==> config.mk <==
export PLATFORM = sky130hd
export DESIGN_NAME = i2ct_target
export DESIGN_NICKNAME = d
export VERILOG_FILES = /design/src/rtl/i2ct_pkg.sv /design/src/rtl/i2ct_glitch_filter.sv /design/src/rtl/i2ct_sda_drive.sv /design/src/rtl/i2ct_xfer_fsm.sv /design/src/rtl/i2ct_target.sv
export SDC_FILE = /design/constraint.sdc
export NUM_CORES = 1
export LEC_CHECK = 0
export ABC_AREA = 1
export BUFFER_PORTS_ARGS = -buffer_cell sky130_fd_sc_hd__buf_2
export CORE_AREA = 5 5 97 99
export CTS_CLUSTER_DIAMETER = 80
export DETAILED_ROUTE_END_ITERATION = 7
export DIE_AREA = 0 0 102 104
export PLACE_DENSITY = 0.51
export SYNTH_ARGS = -nofsm -noshare
export SYNTH_HDL_FRONTEND = slang
export SYNTH_SLANG_ARGS = --single-unit
==> constraint.sdc <==
create_clock -name clk -period 2.7 [get_ports clk]
set_input_delay 0.81 -clock clk [delete_from_list [all_inputs] [get_ports clk]]
set_output_delay 0.81 -clock clk [all_outputs]
set_load 0.05 [all_outputs]
==> src/rtl/i2ct_pkg.sv <==
package i2ct_pkg;

  typedef enum logic [2:0] {
    ST_IDLE,
    ST_ADDR,
    ST_ACK_WAIT,
    ST_ACK_SLOT,
    ST_RX,
    ST_TX,
    ST_TX_ACK,
    ST_IGNORE
  } xfer_st_e;

  typedef struct packed {
    logic lvl;
    logic rise;
    logic fall;
  } line_ev_t;

endpackage

==> src/rtl/i2ct_glitch_filter.sv <==
module i2ct_glitch_filter
  import i2ct_pkg::*;
#(
  parameter int FILT_W = 4
) (
  input  logic     clk,
  input  logic     rst_n,
  input  logic     raw_i,
  output line_ev_t ev_o
);

  localparam int HALF = FILT_W / 2;
  localparam logic [FILT_W-1:0] RISE_PAT = FILT_W'((1 << HALF) - 1);
  localparam logic [FILT_W-1:0] FALL_PAT = ~RISE_PAT;

  logic [FILT_W-1:0] sr_q;
  logic              lvl_q;
  logic              rise, fall;

  assign rise = (sr_q == RISE_PAT);
  assign fall = (sr_q == FALL_PAT);

  always_ff @(posedge clk or negedge rst_n) begin
    if (!rst_n) begin
      sr_q  <= '1;
      lvl_q <= 1'b1;
    end else begin
      sr_q <= {sr_q[FILT_W-2:0], raw_i};
      if (rise)      lvl_q <= 1'b1;
      else if (fall) lvl_q <= 1'b0;
    end
  end

  assign ev_o = '{lvl: lvl_q, rise: rise, fall: fall};


  glitch_rise_chk: assert property (@(posedge clk) disable iff (!rst_n)
    $rose(lvl_q) |-> ($past(raw_i, 2) && $past(raw_i, 3)));

  glitch_fall_chk: assert property (@(posedge clk) disable iff (!rst_n)
    $fell(lvl_q) |-> (!$past(raw_i, 2) && !$past(raw_i, 3)));

endmodule

==> src/rtl/i2ct_sda_drive.sv <==
module i2ct_sda_drive #(
  parameter int HOLD_CYC    = 3,
  parameter int TIMEOUT_CYC = 1000
) (
  input  logic clk,
  input  logic rst_n,
  input  logic scl_fall_i,
  input  logic want_low_i,
  output logic pull_o,
  output logic abort_o
);

  localparam int HW = $clog2(HOLD_CYC + 2);
  localparam int TW = $clog2(TIMEOUT_CYC + 1);

  logic [HW-1:0] hcnt_q;
  logic [TW-1:0] tcnt_q;
  logic          pull_q, abort_q, to_hit;

  assign to_hit = pull_q && (tcnt_q == TW'(TIMEOUT_CYC - 1));

  always_ff @(posedge clk or negedge rst_n) begin
    if (!rst_n) begin
      hcnt_q  <= '0;
      tcnt_q  <= '0;
      pull_q  <= 1'b0;
      abort_q <= 1'b0;
    end else begin
      abort_q <= to_hit;
      if (!pull_q || to_hit) tcnt_q <= '0;
      else                   tcnt_q <= tcnt_q + 1'b1;

      if (scl_fall_i)         hcnt_q <= HW'(HOLD_CYC);
      else if (hcnt_q != '0)  hcnt_q <= hcnt_q - 1'b1;

      if (to_hit)                                  pull_q <= 1'b0;
      else if (!scl_fall_i && hcnt_q == '0 && !abort_q) pull_q <= want_low_i;
    end
  end

  assign pull_o  = pull_q;
  assign abort_o = abort_q;

  logic [TW:0] run_q;
  always_ff @(posedge clk or negedge rst_n) begin
    if (!rst_n)      run_q <= '0;
    else if (pull_q) run_q <= run_q + 1'b1;
    else             run_q <= '0;
  end


  pull_timeout_chk: assert property (@(posedge clk) disable iff (!rst_n)
    int'(run_q) <= TIMEOUT_CYC);

  hold_after_fall_chk: assert property (@(posedge clk) disable iff (!rst_n)
    (scl_fall_i && !to_hit && HOLD_CYC > 0) |=> $stable(pull_o));

endmodule

==> src/rtl/i2ct_xfer_fsm.sv <==
module i2ct_xfer_fsm
  import i2ct_pkg::*;
#(
  parameter logic [6:0] DEV_ADDR  = 7'h3A,
  parameter int         PULSE_CYC = 4
) (
  input  logic       clk,
  input  logic       rst_n,
  input  line_ev_t   scl_i,
  input  line_ev_t   sda_i,
  input  logic       abort_i,
  input  logic [7:0] tx_data_i,
  output logic       want_low_o,
  output logic       rx_valid_o,
  output logic [7:0] rx_data_o,
  output logic       tx_req_o,
  output logic       read_mode_o
);

  localparam int PW = $clog2(PULSE_CYC + 1);

  xfer_st_e      st_q;
  logic [2:0]    bit_q;
  logic [7:0]    sh_q, rxd_q;
  logic          want_q, rw_q, rmode_q;
  logic [PW-1:0] rxc_q, txc_q;
  logic          start_ev, stop_ev;

  assign start_ev = sda_i.fall && scl_i.lvl;
  assign stop_ev  = sda_i.rise && scl_i.lvl;

  always_ff @(posedge clk or negedge rst_n) begin
    if (!rst_n) begin
      st_q    <= ST_IDLE;
      bit_q   <= '0;
      sh_q    <= '0;
      rxd_q   <= '0;
      want_q  <= 1'b0;
      rw_q    <= 1'b0;
      rmode_q <= 1'b0;
      rxc_q   <= '0;
      txc_q   <= '0;
    end else begin
      if (rxc_q != '0) rxc_q <= rxc_q - 1'b1;
      if (txc_q != '0) txc_q <= txc_q - 1'b1;
      if (start_ev) begin
        st_q   <= ST_ADDR;
        bit_q  <= '0;
        want_q <= 1'b0;
      end else if (stop_ev || abort_i) begin
        st_q   <= ST_IDLE;
        want_q <= 1'b0;
      end else begin
        unique case (st_q)
          ST_ADDR, ST_RX: if (scl_i.rise) begin
            sh_q  <= {sh_q[6:0], sda_i.lvl};
            bit_q <= bit_q + 3'd1;
            if (bit_q == 3'd7) begin
              if (st_q == ST_RX) begin
                rxd_q <= {sh_q[6:0], sda_i.lvl};
                rxc_q <= PW'(PULSE_CYC);
                st_q  <= ST_ACK_WAIT;
              end else if (sh_q[6:0] == DEV_ADDR) begin
                rw_q    <= sda_i.lvl;
                rmode_q <= sda_i.lvl;
                if (sda_i.lvl) txc_q <= PW'(PULSE_CYC);
                st_q    <= ST_ACK_WAIT;
              end else begin
                st_q <= ST_IGNORE;
              end
            end
          end
          ST_ACK_WAIT: if (scl_i.fall) begin
            want_q <= 1'b1;
            st_q   <= ST_ACK_SLOT;
          end
          ST_ACK_SLOT: if (scl_i.fall) begin
            bit_q <= '0;
            if (rw_q) begin
              sh_q   <= tx_data_i;
              want_q <= ~tx_data_i[7];
              st_q   <= ST_TX;
            end else begin
              want_q <= 1'b0;
              st_q   <= ST_RX;
            end
          end
          ST_TX: if (scl_i.fall) begin
            if (bit_q == 3'd7) begin
              want_q <= 1'b0;
              st_q   <= ST_TX_ACK;
            end else begin
              want_q <= ~sh_q[6];
              sh_q   <= {sh_q[6:0], 1'b0};
              bit_q  <= bit_q + 3'd1;
            end
          end
          ST_TX_ACK: if (scl_i.rise) begin
            if (!sda_i.lvl) begin
              txc_q <= PW'(PULSE_CYC);
              st_q  <= ST_ACK_SLOT;
            end else begin
              st_q <= ST_IGNORE;
            end
          end
          default: ;
        endcase
      end
    end
  end

  assign want_low_o  = want_q;
  assign rx_valid_o  = (rxc_q != '0);
  assign rx_data_o   = rxd_q;
  assign tx_req_o    = (txc_q != '0);
  assign read_mode_o = rmode_q;


  start_restart_chk: assert property (@(posedge clk) disable iff (!rst_n)
    start_ev |=> (st_q == ST_ADDR));

  stop_idle_chk: assert property (@(posedge clk) disable iff (!rst_n)
    (stop_ev && !start_ev) |=> (st_q == ST_IDLE));

  ignore_quiet_chk: assert property (@(posedge clk) disable iff (!rst_n)
    (st_q == ST_IGNORE) |-> !want_low_o);

  rx_mode_chk: assert property (@(posedge clk) disable iff (!rst_n)
    $rose(rx_valid_o) |-> !read_mode_o);

  tx_req_mode_chk: assert property (@(posedge clk) disable iff (!rst_n)
    $rose(tx_req_o) |-> read_mode_o);

endmodule

==> src/rtl/i2ct_target.sv <==
module i2ct_target
  import i2ct_pkg::*;
#(
  parameter logic [6:0] DEV_ADDR    = 7'h3A,
  parameter int         FILT_W      = 4,
  parameter int         HOLD_CYC    = 3,
  parameter int         TIMEOUT_CYC = 1000,
  parameter int         PULSE_CYC   = 4
) (
  input  logic       clk,
  input  logic       rst_n,
  input  logic       scl_i,
  input  logic       sda_i,
  output logic       sda_pull_o,
  output logic       rx_valid_o,
  output logic [7:0] rx_data_o,
  output logic       tx_req_o,
  input  logic [7:0] tx_data_i,
  output logic       read_mode_o
);

  localparam int N_LINES = 2;

  logic [N_LINES-1:0] raw;
  line_ev_t           ev [N_LINES];
  logic               want_low, abort;

  assign raw[0] = (scl_i === 1'b0) ? 1'b0 : 1'b1;
  assign raw[1] = (sda_i === 1'b0) ? 1'b0 : 1'b1;

  for (genvar g = 0; g < N_LINES; g++) begin : g_filt
    i2ct_glitch_filter #(.FILT_W(FILT_W)) u_filt (
      .clk  (clk),
      .rst_n(rst_n),
      .raw_i(raw[g]),
      .ev_o (ev[g])
    );
  end

  i2ct_xfer_fsm #(.DEV_ADDR(DEV_ADDR), .PULSE_CYC(PULSE_CYC)) u_fsm (
    .clk        (clk),
    .rst_n      (rst_n),
    .scl_i      (ev[0]),
    .sda_i      (ev[1]),
    .abort_i    (abort),
    .tx_data_i  (tx_data_i),
    .want_low_o (want_low),
    .rx_valid_o (rx_valid_o),
    .rx_data_o  (rx_data_o),
    .tx_req_o   (tx_req_o),
    .read_mode_o(read_mode_o)
  );

  i2ct_sda_drive #(.HOLD_CYC(HOLD_CYC), .TIMEOUT_CYC(TIMEOUT_CYC)) u_drv (
    .clk       (clk),
    .rst_n     (rst_n),
    .scl_fall_i(ev[0].fall),
    .want_low_i(want_low),
    .pull_o    (sda_pull_o),
    .abort_o   (abort)
  );

endmodule

==> Word-level counts from Yosys, hierarchy flattened <==
Index checks and enable logic that the tools add are counted.
{ "totals": {"reg_bits": 54, "input_bits": 12, "output_inout_bits": 12, "wordCells": 151} }
{ "classes": {"add_sub_neg": 5, "eq_ne": 32, "n_mux": 64, "n_bitwise": 5, "n_reduce_logical": 29} }
{ "op_table": {"columns": ["operator", "count"], "rows": [
  ["3-bit 2-to-1 mux", 37],
  ["7-bit 2-to-1 mux", 5],
  ["7-bit one-hot mux with 3 select lines", 1],
  ["4-bit by 1-bit inequality test with 1-bit output, second input constant", 5],
  ["1-bit 2-to-1 mux", 16],
  ["8-bit AND reduction", 2],
  ["3-bit one-hot mux with 5 select lines", 1],
  ["3-bit == test, second input constant", 4],
  ["6-bit AND reduction", 2],
  ["3-bit nonzero test", 4],
  ["10-bit by 1-bit adder with 10-bit output, second input constant", 1],
  ["10-bit == test, second input constant", 1],
  ["10-bit 2-to-1 mux", 1],
  ["3-bit one-hot mux with 3 select lines", 1],
  ["3-bit by 1-bit subtractor with 3-bit output, second input constant", 3],
  ["4-bit by 2-bit == test with 1-bit output, second input constant", 2],
  ["4-bit == test, second input constant", 2],
  ["2-bit by 1-bit inequality test with 1-bit output, second input constant", 4],
  ["4-bit by 2-bit inequality test with 1-bit output, second input constant", 2],
  ["2-bit nonzero test", 4],
  ["7-bit by 6-bit == test with 1-bit output, second input constant", 1],
  ["7-bit AND reduction", 1],
  ["7-bit nonzero test", 1],
  ["3-bit by 2-bit == test with 1-bit output, second input constant", 2],
  ["17 further kinds", 32]
]} }

==> Longest topological paths before layout <==
{ "logic_depth": {"ltp_word": 10, "mapped_depth": 11, "mapped_depth_nobuf": 10} }

==> Cells and area by module <==
From an unflattened synthesis, not the netlist that was laid out.
{ "unflattened": {"cells_unflattened": 379, "area_unflattened_um2": 3060.4} }
{ "modules_own_cells": {"columns": ["mod", "n_inst", "cells_per_inst", "area_each_um2"], "rows": [
  ["i2ct_xfer_fsm", 1, 253, 1908.1],
  ["i2ct_sda_drive", 1, 90, 762.0],
  ["i2ct_glitch_filter", 2, 18, 195.2]
]} }

==> Worst setup path after synthesis <==
OpenSTA, ideal clock, no wires.
{ "synth_path": {"path_kind": "register -> output", "start": "register u_fsm.rxc_q[0]", "end": "output rx_valid_o", "arrival_ns": 0.998, "required_time_ns": 1.890, "setup_slack_ns": 0.892, "stages_incl_launch_ff": 6, "n_path_buf": 0, "cell_sequence": "dfrtp_1 > inv_1 > ha_1 > inv_1 > nor2_1 > inv_1"} }
{ "synth_between": {"elab_chain_cells": 1} }
{ "synth_rtl": {"columns": ["item", "line_no", "rtl"], "rows": [
  ["start: declaration", "i2ct_xfer_fsm.sv:26", "logic [PW-1:0] rxc_q, txc_q;"],
  ["start signal: assignment", "i2ct_xfer_fsm.sv:44", "if (rxc_q != '0) rxc_q <= rxc_q - 1'b1;"],
  ["start signal: assignment", "i2ct_xfer_fsm.sv:61", "rxc_q <= PW'(PULSE_CYC);"],
  ["3-bit nonzero test", "i2ct_xfer_fsm.sv:113", "assign rx_valid_o = (rxc_q != '0);"],
  ["end: declaration", "i2ct_target.sv:15", "output logic rx_valid_o,"]
]} }
Every way passes these cells.

==> Worst setup path after layout <==
Ends and elaborated chain as after synthesis.

==> impl_metrics.env <==
export IMPL_status="finished clean"
export IMPL_final_nets=390
export IMPL_dr_total_vias=2215
export IMPL_ys_warn_count=0
export IMPL_tightest_slew_ns=0.677
export IMPL_h_tree_depth=2
export IMPL_grt_pass1_vias=2114
export IMPL_skew_ns=0.0131
export IMPL_async_flop_share=1.00
export IMPL_finalCriticalPeriod_ns=2.26
export IMPL_r2r_start="g_filt[0].u_filt.sr_q[2]$_DFF_PN1_"
export IMPL_fin_area_sq_mm=0.00320
export IMPL_yosys_area_share_simple=0.316
export IMPL_drv_slew=0
export IMPL_via_per_inst=4.63
export IMPL_cp_end_kind="output port"
export IMPL_rsz0062_at_grt="no"
export IMPL_path_depth=6
export IMPL_antenna_found_initial=0
export IMPL_synthAdderAreaFrac=0.0393
export IMPL_grt_max_degree=55
export IMPL_setup_violations_final=0
export IMPL_wl_per_cell_um=11.7
export IMPL_drive_gt1_frac=0.186
export IMPL_r2r_slack_ns=1.05
export IMPL_stdcell_count=478
export IMPL_postCtsSetupRepairBufs=0
export IMPL_dpl_hpwl_um=4080
export IMPL_drv_cap=0
export IMPL_fp_row_count=34
export IMPL_clock_latency_ns=0.30
export IMPL_final_common_cell="nand2_1"
export IMPL_synthTopCellsByArea="dfrtp_1 (38%), nand2_1 (12%), dfstp_2 (9.2%)"
export IMPL_crit_path_start="u_fsm.rxc_q[0]$_DFF_PN0_"
export IMPL_post_synth_top_area_cell="dfrtp_1"
export IMPL_core_sq_mm=0.00847
export IMPL_fin_crit_sh=0.836
export IMPL_dpl_cell_count=470
export IMPL_p_clk_frac=0.166
export IMPL_area_growth_pct=11.7
export IMPL_synth_edff_count=0
export IMPL_cp_cell_sequence="inv_1 > ha_1 > inv_1 > nor2_1 > inv_1 > buf_2"
export IMPL_crit_top_cell="inv_1"
export IMPL_ir_drop_uv=369
export IMPL_finalHoldViolCount=0
export IMPL_crit_fanout=4
export IMPL_io_pins=24
export IMPL_power_mw=3.26
export IMPL_cts_tree="yes"
export IMPL_crit_buf_inv=4
export IMPL_routabilityCongestion=0.800
export IMPL_most_common_layout_cells="nand2_1 (89), dfrtp_1 (44), inv_1 (40), nor2_1 (27), nand3_1 (26)"
export IMPL_fin_util=0.378
export IMPL_die_w_um=102
export IMPL_cpMaxStageDelayCell="dfrtp_1"
export IMPL_internal_power_mw=1.82
export IMPL_drc=0
export IMPL_cpLargestDelayFamily="buffers and inverters"
export IMPL_avgSynthCellArea_sq_um=8.38
export IMPL_syn_inst=342
export IMPL_die_y_um=104
export IMPL_crit_path_end="rx_valid_o"
export IMPL_clock_path_buffers=2
export IMPL_combPwrFrac=0.458
export IMPL_fin_tns_setup_ns=0
export IMPL_ant_nets=0
export IMPL_synth_area_sq_mm=0.00287
export IMPL_clk_pin_slew_ns=0.10
export IMPL_fin_ws_ns=0.442
export IMPL_synth_flop_cell="dfrtp_1"
export IMPL_muxShareOfSynthArea=0
export IMPL_synth_seq_cells=54
export IMPL_ys_types=36
export IMPL_synth_top_area_frac=0.384
export IMPL_drt_iter0_markers=72
export IMPL_p_sw_mw=1.44
export IMPL_cp_arrival_ns=1.45
export IMPL_io_buffer_count=23
export IMPL_reg2regPathDepth=5
export IMPL_drtPass1Iterations=4
export IMPL_cts_root_buffer_cell="clkbuf_8"
export IMPL_die_area_sq_mm=0.0106
export IMPL_path_class="reg2out"
export IMPL_whs_ns=0.376
export IMPL_p_sw_frac=0.441
export IMPL_p_per_area_mw_per_mm2=1020
export IMPL_synth_xor_area_frac=0.0122
export IMPL_dp_slack_ns=0.780
export IMPL_seq_power_share=0.375
export IMPL_cts_buffers=5
export IMPL_insertedDiodeCount=0
export IMPL_synth_seq_area_share=0.476
export IMPL_start_util=0.339
export IMPL_grt_remaining_overflow=0
export IMPL_synth_compound_area_share=0.0825
export IMPL_synth_nets=363
export IMPL_clock_sinks=54
export IMPL_wirelength_um=5580
export IMPL_grt_pass1_wl_um=9990
export IMPL_hold_path_class="reg2reg"
export IMPL_worstSetupStartpointType="flip-flop"
export IMPL_fmax_ghz=0.443
export IMPL_post_dp_cell_area_sq_mm=0.00309
export IMPL_synth_top_family_by_area="simple AND/OR/NAND/NOR gates"
export IMPL_post_cts_resized=0
export IMPL_rr_endpoint="u_fsm.sh_q[4]$_DFFE_PN0P_"
export IMPL_critPathMaxStageDelay_ns=0.39
export IMPL_max_slew_margin=0.549
export IMPL_grt_total_usage=0.115
export IMPL_worst_ep_required_time_ns=1.89
export IMPL_p_leak_nw=1.62
export IMPL_cts_hold_buf=0
## layer usage
layer,global-route usage,share of wire,up-vias
li1,-,-,1159
met1,0.167,0.51,1030
met2,0.172,0.45,24
met3,0.0235,0.031,2
met4,0.0337,0.0082,0
met5,0,0,-
## power groups by stage
stage / clock, mW / combinational [mW] / sequential [mW]
3_5_place_dp: 0 / 1.50 / 1.24
5_1_grt: 0.602 / 1.74 / 1.26
4_1_cts: 0.571 / 1.51 / 1.22
3_3_place_gp: 0 / 1.49 / 1.24
6_report: 0.542 / 1.49 / 1.22
2_1_floorplan: 0 / 1.26 / 1.18
## cell usage after synthesis, types with 3 or more instances
| cell type | count |
|---|---|
| nand2_1 | 89 |
| dfrtp_1 | 44 |
| inv_1 | 40 |
| nor2_1 | 27 |
| nand3_1 | 26 |
| o21ai_0 | 14 |
| a21oi_1 | 13 |
| dfstp_2 | 10 |
| ha_1 | 9 |
| nand4_1 | 9 |
| o21ai_1 | 8 |
| nor3_1 | 7 |
| nand2_4 | 6 |
| nand3_2 | 5 |
| nand2_2 | 4 |
| inv_4 | 3 |
| xor2_1 | 3 |
## cells by family (layout without fill, tap and decap cells)
group                      Yosys count  in the layout
xor gates and xnor gates             4              4
DFF                                 54             54
and+or+nand+nor                    183            183
AOI/OAI and AO/OA                   42             42
buffers and inverters               50             78
adders and majority gates            9              9
## state kept, by name (all words and copies together), names as in the netlist
register	count
u_fsm.rx_data_o	8
u_fsm.want_low_o	1
u_drv.hcnt_q	3
u_drv.abort_o	1
u_fsm.txc_q	3
u_fsm.rxc_q	3
u_fsm.sh_q	7
u_drv.tcnt_q	10
g_filt.u_filt.lvl_q	2
u_fsm.bit_q	3
u_drv.pull_o	1
g_filt.u_filt.sr_q	8
u_fsm.rw_q	1
u_fsm.st_q	3
## worst min-delay path by stage
stage                                        from                            endpoint  cells after the start
6_report       g_filt[1].u_filt.sr_q[1]$_DFF_PN1_  g_filt[1].u_filt.sr_q[2]$_DFF_PN1_                      0
5_1_grt        g_filt[0].u_filt.sr_q[1]$_DFF_PN1_  g_filt[0].u_filt.sr_q[2]$_DFF_PN1_                      0
3_3_place_gp   g_filt[1].u_filt.sr_q[1]$_DFF_PN1_  g_filt[1].u_filt.sr_q[2]$_DFF_PN1_                      0
2_1_floorplan  g_filt[0].u_filt.sr_q[1]$_DFF_PN1_  g_filt[0].u_filt.sr_q[2]$_DFF_PN1_                      0
4_1_cts        g_filt[0].u_filt.sr_q[1]$_DFF_PN1_  g_filt[0].u_filt.sr_q[2]$_DFF_PN1_                      0
3_5_place_dp   g_filt[0].u_filt.sr_q[1]$_DFF_PN1_  g_filt[0].u_filt.sr_q[2]$_DFF_PN1_                      0
## layout make-up
class                           count  area, sq um
Fill cell                         889         5260
Sequential cell                    54         1360
Multi-Input combinational cell    238         1290
Inverter                           46          180
Tap cell                          108          135
Timing Repair Buffer               24          123
Clock buffer                        6         72.6
Clock inverter                      2         37.5
(Power assumes the default switching activity.)
